## src/rtl/gpio_port_pkg.sv

```systemverilog
package gpio_port_pkg;
  localparam int unsigned ADDR_W = 2;

  typedef enum logic [ADDR_W-1:0] {
    SEL_DATA = 2'd0,
    SEL_DIR  = 2'd1,
    SEL_PIN  = 2'd2,
    SEL_NONE = 2'd3
  } reg_sel_e;

  typedef enum logic [1:0] {
    OWN_GPIO = 2'd0,
    OWN_PWM  = 2'd1,
    OWN_SER  = 2'd2
  } owner_e;
endpackage

```

## src/rtl/pin_sync.sv

```systemverilog
module pin_sync #(
  parameter int unsigned WIDTH  = 8,
  parameter int unsigned STAGES = 2
) (
  input  logic             clk,
  input  logic [WIDTH-1:0] async_in,
  output logic [WIDTH-1:0] sync_out
);
  logic [STAGES-1:0][WIDTH-1:0] stage_q;
  logic [STAGES-1:0][WIDTH-1:0] stage_d;

  always_comb begin
    stage_d[0] = async_in;
    for (int s = 1; s < STAGES; s++) stage_d[s] = stage_q[s-1];
  end

  // Deliberately not reset: the pin view reflects the pads, not stored state.
  always_ff @(posedge clk) begin
    stage_q <= stage_d;
  end

  assign sync_out = stage_q[STAGES-1];
endmodule

```

## src/rtl/port_regs.sv

```systemverilog
module port_regs
  import gpio_port_pkg::*;
#(
  parameter int unsigned WIDTH = 8
) (
  input  logic              clk,
  input  logic              rst_n,
  input  logic [ADDR_W-1:0] bus_addr,
  input  logic              bus_we,
  input  logic [WIDTH-1:0]  bus_wdata,
  input  logic [WIDTH-1:0]  pin_lvl,
  output logic [WIDTH-1:0]  bus_rdata,
  output logic [WIDTH-1:0]  data_q,
  output logic [WIDTH-1:0]  dir_q
);
  reg_sel_e         sel;
  logic             data_wen;
  logic             dir_wen;
  logic [WIDTH-1:0] data_d;
  logic [WIDTH-1:0] dir_d;

  assign sel = reg_sel_e'(bus_addr);

  always_comb begin
    data_wen = bus_we && (sel == SEL_DATA);
    dir_wen  = bus_we && (sel == SEL_DIR);
    data_d   = data_wen ? bus_wdata : data_q;
    dir_d    = dir_wen  ? bus_wdata : dir_q;
  end

  always_ff @(posedge clk or negedge rst_n) begin
    if (!rst_n) begin
      data_q <= '0;
      dir_q  <= '0;
    end else begin
      data_q <= data_d;
      dir_q  <= dir_d;
    end
  end

  always_comb begin
    unique case (sel)
      SEL_DATA: bus_rdata = (data_q & dir_q) | (pin_lvl & ~dir_q);
      SEL_DIR:  bus_rdata = dir_q;
      SEL_PIN:  bus_rdata = pin_lvl;
      default:  bus_rdata = '0;
    endcase
  end


  reset_clear_chk: assert property (@(posedge clk) disable iff (!rst_n)
    $rose(rst_n) |-> (data_q == '0) && (dir_q == '0));


  pin_write_ignored_chk: assert property (@(posedge clk) disable iff (!rst_n)
    (bus_we && bus_addr[1]) |=> $stable(data_q) && $stable(dir_q));


  data_write_chk: assert property (@(posedge clk) disable iff (!rst_n)
    (bus_we && bus_addr == 2'd0) |=> data_q == $past(bus_wdata));
endmodule

```

## src/rtl/pin_owner.sv

```systemverilog
module pin_owner
  import gpio_port_pkg::*;
#(
  parameter bit SER_DRIVES = 1'b1
) (
  input  logic ser_en,
  input  logic ser_level,
  input  logic pwm_en,
  input  logic pwm_level,
  input  logic gpio_dir,
  input  logic gpio_data,
  output logic pad_oe,
  output logic pad_out
);
  owner_e owner;

  always_comb begin
    if (ser_en)      owner = OWN_SER;
    else if (pwm_en) owner = OWN_PWM;
    else             owner = OWN_GPIO;
  end

  always_comb begin
    unique case (owner)
      OWN_SER: begin
        pad_oe  = SER_DRIVES;
        pad_out = ser_level;
      end
      OWN_PWM: begin
        pad_oe  = 1'b1;
        pad_out = pwm_level;
      end
      default: begin
        pad_oe  = gpio_dir;
        pad_out = gpio_data;
      end
    endcase
  end
endmodule

```

## src/rtl/gpio_mux_port.sv

```systemverilog
module gpio_mux_port
  import gpio_port_pkg::*;
#(
  parameter int unsigned WIDTH       = 8,
  parameter int unsigned SYNC_STAGES = 2
) (
  input  logic              clk,
  input  logic              rst_n,
  input  logic [ADDR_W-1:0] bus_addr,
  input  logic              bus_we,
  input  logic [WIDTH-1:0]  bus_wdata,
  output logic [WIDTH-1:0]  bus_rdata,
  input  logic [WIDTH-1:0]  pad_in,
  output logic [WIDTH-1:0]  pad_out,
  output logic [WIDTH-1:0]  pad_oe,
  input  logic              ser_en,
  input  logic              ser_tx,
  output logic              ser_rx,
  input  logic [1:0]        pwm_en,
  input  logic [1:0]        pwm_out
);
  localparam int unsigned SHARED = 2;

  logic [WIDTH-1:0] pin_lvl;
  logic [WIDTH-1:0] data_q;
  logic [WIDTH-1:0] dir_q;

  pin_sync #(.WIDTH(WIDTH), .STAGES(SYNC_STAGES)) u_sync (
    .clk      (clk),
    .async_in (pad_in),
    .sync_out (pin_lvl)
  );

  port_regs #(.WIDTH(WIDTH)) u_regs (
    .clk       (clk),
    .rst_n     (rst_n),
    .bus_addr  (bus_addr),
    .bus_we    (bus_we),
    .bus_wdata (bus_wdata),
    .pin_lvl   (pin_lvl),
    .bus_rdata (bus_rdata),
    .data_q    (data_q),
    .dir_q     (dir_q)
  );

  assign ser_rx = pin_lvl[0];

  for (genvar i = 0; i < WIDTH; i++) begin : g_pin
    if (i < SHARED) begin : g_shared
      pin_owner #(.SER_DRIVES(i == 1)) u_owner (
        .ser_en    (ser_en),
        .ser_level ((i == 1) ? ser_tx : 1'b0),
        .pwm_en    (pwm_en[i]),
        .pwm_level (pwm_out[i]),
        .gpio_dir  (dir_q[i]),
        .gpio_data (data_q[i]),
        .pad_oe    (pad_oe[i]),
        .pad_out   (pad_out[i])
      );
    end else begin : g_plain
      assign pad_oe[i]  = dir_q[i];
      assign pad_out[i] = data_q[i];
    end
  end


  ser_tx_own_chk: assert property (@(posedge clk) disable iff (!rst_n)
    ser_en |-> pad_oe[1] && (pad_out[1] == ser_tx));


  ser_rx_input_chk: assert property (@(posedge clk) disable iff (!rst_n)
    ser_en |-> !pad_oe[0] && !pad_out[0]);


  pwm_own_chk: assert property (@(posedge clk) disable iff (!rst_n)
    (!ser_en && pwm_en[0]) |-> pad_oe[0] && (pad_out[0] == pwm_out[0]));

  if (SYNC_STAGES == 2) begin : g_sync_chk

    pin_view_lag_chk: assert property (@(posedge clk) disable iff (!rst_n)
      (bus_addr == 2'd2) |-> bus_rdata == $past(pad_in, 2));
  end
endmodule

```

## config.mk

```make
export PLATFORM = sky130hd
export DESIGN_NAME = gpio_mux_port
export DESIGN_NICKNAME = d
export VERILOG_FILES = /design/src/rtl/gpio_port_pkg.sv /design/src/rtl/pin_sync.sv /design/src/rtl/port_regs.sv /design/src/rtl/pin_owner.sv /design/src/rtl/gpio_mux_port.sv
export SDC_FILE = /design/constraint.sdc
export NUM_CORES = 1
export LEC_CHECK = 0
export ABC_AREA = 1
export BUFFER_PORTS_ARGS = -buffer_cell sky130_fd_sc_hd__clkbuf_2
export CAP_MARGIN = 20
export CORE_UTILIZATION = 35
export CTS_CLUSTER_SIZE = 20
export DETAILED_ROUTE_END_ITERATION = 12
export GPL_ROUTABILITY_DRIVEN = 1
export HOLD_SLACK_MARGIN = 0.08
export PLACE_DENSITY_LB_ADDON = 0.05
export SLEW_MARGIN = 20
export SYNTH_ARGS = -nofsm -noshare
export SYNTH_HDL_FRONTEND = slang
export SYNTH_SLANG_ARGS = --single-unit
```

## constraint.sdc

```tcl
create_clock -name clk -period 0.9 [get_ports clk]
set_input_delay 0.18 -clock clk [delete_from_list [all_inputs] [get_ports clk]]
set_output_delay 0.18 -clock clk [all_outputs]
set_load 0.01 [all_outputs]
```

# Word level (Yosys, flattened, before mapping)
# Cells that the tools add are included.
totals:
  input_bits: 27
  word_cells: 27
  reg_bits: 32
op_classes:
  bitwise: 4
  eq_ne: 6
  muxes: 9
  reduce_logical: 4
op_table:
  columns: ["cell", "n"]
  rows:
  - ["$pmux W8 S3", 1]
  - ["$and A8 B8 Y8", 2]
  - ["$not A8 Y8", 1]
  - ["$or A8 B8 Y8", 1]
  - ["$eq A2 B1 Y1 const B", 3]
  - ["$eq A2 B2 Y1 const B", 3]
  - ["$pmux W1 S2", 3]
  - ["$mux W2", 2]
  - ["$mux W1", 3]
  - ["$logic_and A1 B1 Y1", 2]
  - ["$logic_not A2 Y1", 1]
  - ["$reduce_or A2 Y1", 1]

# Longest topological paths before layout
depth:
  depth_word: 5
  mapped_depth: 6

# Cells and area by module
# Synthesis repeated with hierarchy kept, for this count alone.
hier_totals:
  hier_cells: 195
  hier_area_um2: 1438.9
by_module_without_submodules:
  columns: ["module", "n_inst", "cells_per_inst", "area_each_um2"]
  rows:
  - ["port_regs", 1, 162, 1037.2]
  - ["pin_sync", 1, 16, 320.3]
  - ["pin_owner (g_pin[0].g_shared.u_owner)", 1, 8, 42.5]
  - ["pin_owner (g_pin[1].g_shared.u_owner)", 1, 8, 35.0]
  - ["gpio_mux_port", 1, 1, 3.8]

# Worst setup path before layout
# OpenSTA, ideal clock, no wires.
synth_path:
  path_type: "input to output"
  start: "input port bus_addr[1]"
  end: "output port bus_rdata[5]"
  required_time_ns: 0.720
  arrival_time_ns: 0.776
  path_stages: 5
  path_buffers: 2
  path_slack_ns: -0.056
  path_cell_list: "buf_6 nor2_4 buf_6 nand3_1 nand2_1"
synth_between:
  elab_chain_len: 2
  word_cells_on_any_way: 4
synth_lines:
  columns: ["item", "line", "text"]
  rows:
  - ["start: declaration", "gpio_mux_port.sv:9", "input logic [ADDR_W-1:0] bus_addr,"]
  - ["$eq A2 B2 Y1 (tied with other cells)", "port_regs.sv:42", "unique case (sel)"]
  - ["$pmux W8 S3 *", "port_regs.sv:42", null]
  - ["end: declaration", "gpio_mux_port.sv:12", "output logic [WIDTH-1:0] bus_rdata,"]
# Every way passes the cells marked *; elsewhere a longest branch is shown, timed or not.

# Final worst setup path
layout_path:
  start: "register u_regs.dir_q[7]"
  end: "output port bus_rdata[7]"
layout_between:
  elab_chain_len: 4
  word_cells_on_any_way: 5
layout_lines:
  columns: ["item", "line", "text"]
  rows:
  - ["start: declaration", "port_regs.sv:14", "output logic [WIDTH-1:0] dir_q"]
  - ["start signal: assignment", "port_regs.sv:37", "dir_q <= dir_d;"]
  - ["$not A8 Y8", "port_regs.sv:43", "SEL_DATA: bus_rdata = (data_q & dir_q) | (pin_lvl & ~dir_q);"]
  - ["$and A8 B8 Y8", "port_regs.sv:43", null]
  - ["$or A8 B8 Y8", "port_regs.sv:43", null]
  - ["$pmux W8 S3 *", "port_regs.sv:42", null]
# Marks and branches as above.

==> key figures <==
Synth
  • Fraction of the yosys area taken by sequential cells: 50.1%
  • Largest cells by area after synthesis: dfrtp_1 (28%), dfxtp_1 (22%), nand2_1 (20%)
  • Cell area after technology mapping: 1440 µm²
  • Flip-flop and latch count after synthesis: 32
  • Most frequently used cell type in the post-synthesis netlist: nand2_1
  • Yosys warning count: 0
  • Syn Nets: 220
  • Prevailing post-synth register cell: dfxtp_1
  • Number of flops mapped to enable cells by yosys: 0
  • Fraction of registers with async set or reset after synthesis: 50.0%
  • List of most frequent post-synthesis cells: nand2_1 (75), nand3_1 (33), inv_1 (32)
  • Post-synth top area share: 27.9%
  • Most area-hungry cell type in the Yosys netlist: dfrtp_1
  • Post-Syn Instances: 193
  • Post-Syn Area per Cell: 7.45 µm²
  • Post-synthesis cell type count: 17

GRT
  • GRT met2 Usage: 30.0%
  • Tot GR Track Use: 17.6%
  • Met1 Resource Use GR: 21.0%
  • Wire length of the first global-routing pass: 5.64 mm
  • Largest net degree at the start of global routing: 17
  • Antenna violations before repair: 0
  • Gr ovfl total: 0
  • Via count of the first global-routing pass: 1,290
  • Busiest grt layer: met2
  • Met3 usage in global routing: 4.31%

Timing
  • Final sum of negative setup slack: -6.05 ns
  • Final period utilization: 141%
  • Final worst hold slack: 0.108 ns
  • Tightest slew margin relative to the limit: 71.6%
  • Fin crit period: 1.27 ns
  • Worst slew pin tran: 0.426 ns
  • RSZ-0062 raised after global routing: yes
  • Final max-slew violation count: 0
  • Number of setup violations in the final report: 25
  • Setup WS post-layout: -0.373 ns
  • Largest clock skew in the final design: 0.00264 ns
  • Maximum operating frequency: 0.786 GHz
  • Final hold violation count: 0

Worst setup path
  • Buffers and inverters on the worst path: 2
  • Internal reg-to-reg setup slack: 0.03 ns
  • Delay of the slowest critical-path stage: 0.44 ns
  • Endpoint arrival time on the critical path: 1.09 ns
  • Critical Setup Path Class: reg2out
  • Setup crit end kind: primary output
  • R2r worst-path depth: 4
  • Start of the worst register-to-register path: u_regs.dir_q[0]
  • Library cell appearing most often on the critical path: nand2_1
  • Worst R2R End: u_regs.dir_q[0]
  • Type of element launching the critical path: flop
  • Cell type of the slowest stage on the worst timing path: dfrtp_2
  • Cell-by-cell trace of the critical path: nand3_2 -> nand2_1 -> inv_1 -> nand2_1 -> buf_2
  • Largest delay share family, worst path: flip-flops
  • Required time of the critical path: 0.72 ns
  • CP Max Fanout: 5

Clock network
  • CTS H-tree depth: 2
  • Clock input transition at the sequential cells of the worst setup and hold paths: 0.07 ns
  • CTS tree: done
  • Cell chosen for the clock root: clkbuf_8
  • Insertion delay of the later-clocked pin in the worst-skew pair: 0.28 ns
  • Clk sink count: 32
  • Number of buffers added by the clock tree synthesis step: 5
  • Largest buffer count on any clock path: 2

Drt
  • Wirelength per Cell: 10.5 µm
  • Starting DRT DRC Count: 45
  • Antenna viol nets, final: 0
  • Vias after detailed routing: 1,435
  • Initial DRT Pass Iterations: 4
  • Mean number of vias per cell: 4.31
  • Post-detailed-route DRC marker count: 0
  • Total wire length after detailed routing: 3.51 mm

Final layout
  • Fraction of final layout cells sized beyond drive strength 1: 39.3%
  • ANT cells: 0
  • Net count reported at finish: 311
  • Post-synthesis to final-layout area growth: 60.1%
  • Fill cell count: 364

Floorplanning
  • Number of core rows: 22
  • Number of ports placed on the die boundary: 52
  • Overall die width: 66.1 µm
  • Initial standard-cell utilization of the core: 37.8%
  • Die Y: 66.1 µm
  • Std-Cell Core Area: 3800 µm²
  • Area enclosed by the die boundary: 4370 µm²

Hold path
  • Depth of the worst hold-timing path: 3
  • Path category of the worst min-delay check: in2reg
  • Destination of the worst hold path: u_regs.dir_q[4]
  • Hold wc startpoint: bus_wdata[4]

Placement
  • Placed wire-length estimate: 2.40 mm
  • # port buffers: 51
  • Gp weighted congestion: 0.752

Run status
  • Result of the run: finished with violations
  • Failing checks: negative setup slack

Power
  • PwrDens: 1740 nW/µm²
  • VDD IR max: 1.07 mV
  • P_leak: 1.29 nW

Job
  • Max-cap check violation count: 0
==> registers in the layout (all words and copies together) (netlist names) <==
| name | cells |
|---|---|
| u_regs.data_q | 8 |
| u_regs.dir_q | 8 |
| u_sync.stage_d | 8 |
| u_sync.sync_out | 8 |
==> where the power goes <==
group	leakage (nW)	switching [mW]	internal, mW	total (mW)
sequential	0.331	0.134	1.59	1.72
clock	0.0422	0.519	0.542	1.06
combinational	0.921	0.511	0.715	1.23
==> through the flow <==
step                      cell area (µm²)  worst slack [ns]  instances  power (mW)  util (%)
final                                2300            -0.373        333        4.01      60.6
after global routing                 2300            -0.442        333        4.26      60.6
after CTS                            2170            -0.375        333        3.88      57.1
after detailed placement             1900            -0.159        308        2.64      50.1
after global placement               1900            -0.162        308        2.64      50.1
after floorplan                      1460           -0.0358        193        2.16         -
==> worst min-delay path: cells and delay by family <==
| kind | cells | cell delay, ns |
|---|---|---|
| AND/OR/NAND/NOR | 2 | 0.10 |
| buffers and inverters | 1 | 0.09 |
==> timing repair <==
item | 4_1_cts | 5_1_grt
pin swaps | 30 | 14
setup endpoints to repair | 25 | 27
endpoints found under the hold margin | 24 | 0
hold buffers | 9 | 0
setup buffers | 8 | 7
resized for setup | 12 | 51
==> layout make-up <==
type	instances	area, µm²	share of cell area (%)
Clock buffer	7	76.3	3.32
Timing Repair Buffer	92	747	32.5
Sequential cell	32	726	31.5
Inverter	36	138	5.98
Tap cell	48	60.1	2.61
Multi-Input combinational cell	117	549	23.9
Clock inverter	1	5.00	0.218
==> layer usage <==
layer / wire (µm) / part of all wire [%]
met2: 1670 / 47
met1: 1630 / 47
met4: 51 / 1.5
met3: 160 / 4.6
met5: 0 / 0
==> layout by cell type (no fill, tap or decap), types with 2 or more instances in the layout <==
cell type,n
nand2_1,71
inv_1,30
clkbuf_2,29
nand3_1,28
buf_6,27
buf_4,17
dfxtp_1,15
dfrtp_1,13
dlygate4sd3_1,9
buf_2,8
inv_2,5
nand3_2,5
nand2_2,5
clkbuf_8,5
nor2_1,3
dfrtp_2,3
clkbuf_1,2
buf_12,2
==> cells by family (layout without fill, tap and decap cells) <==
family / count (synthesis) / after routing / share of synthesized area, %
AND/OR/NAND/NOR: 116 / 116 / 35.2
buffers and inverters: 44 / 136 / 14.4
flip-flops: 32 / 32 / 50.1
AO/OA/AOI/OAI: 1 / 1 / 0.348
==> how the worst max path moves through the flow <==
| stage | from | to | slack (ns) | cells after the start |
|---|---|---|---|---|
| 4_1_cts | u_regs.dir_q[3] | bus_rdata[3] | -0.37 | 5 |
| 5_1_grt | u_regs.dir_q[7] | bus_rdata[7] | -0.44 | 5 |
| 6_report | u_regs.dir_q[7] | bus_rdata[7] | -0.37 | 5 |
| 3_3_place_gp | bus_addr[1] | bus_rdata[4] | -0.16 | 6 |
| 2_1_floorplan | bus_addr[1] | bus_rdata[5] | -0.04 | 5 |
| 3_5_place_dp | bus_addr[1] | bus_rdata[3] | -0.16 | 6 |
(Power assumes the default switching activity.)
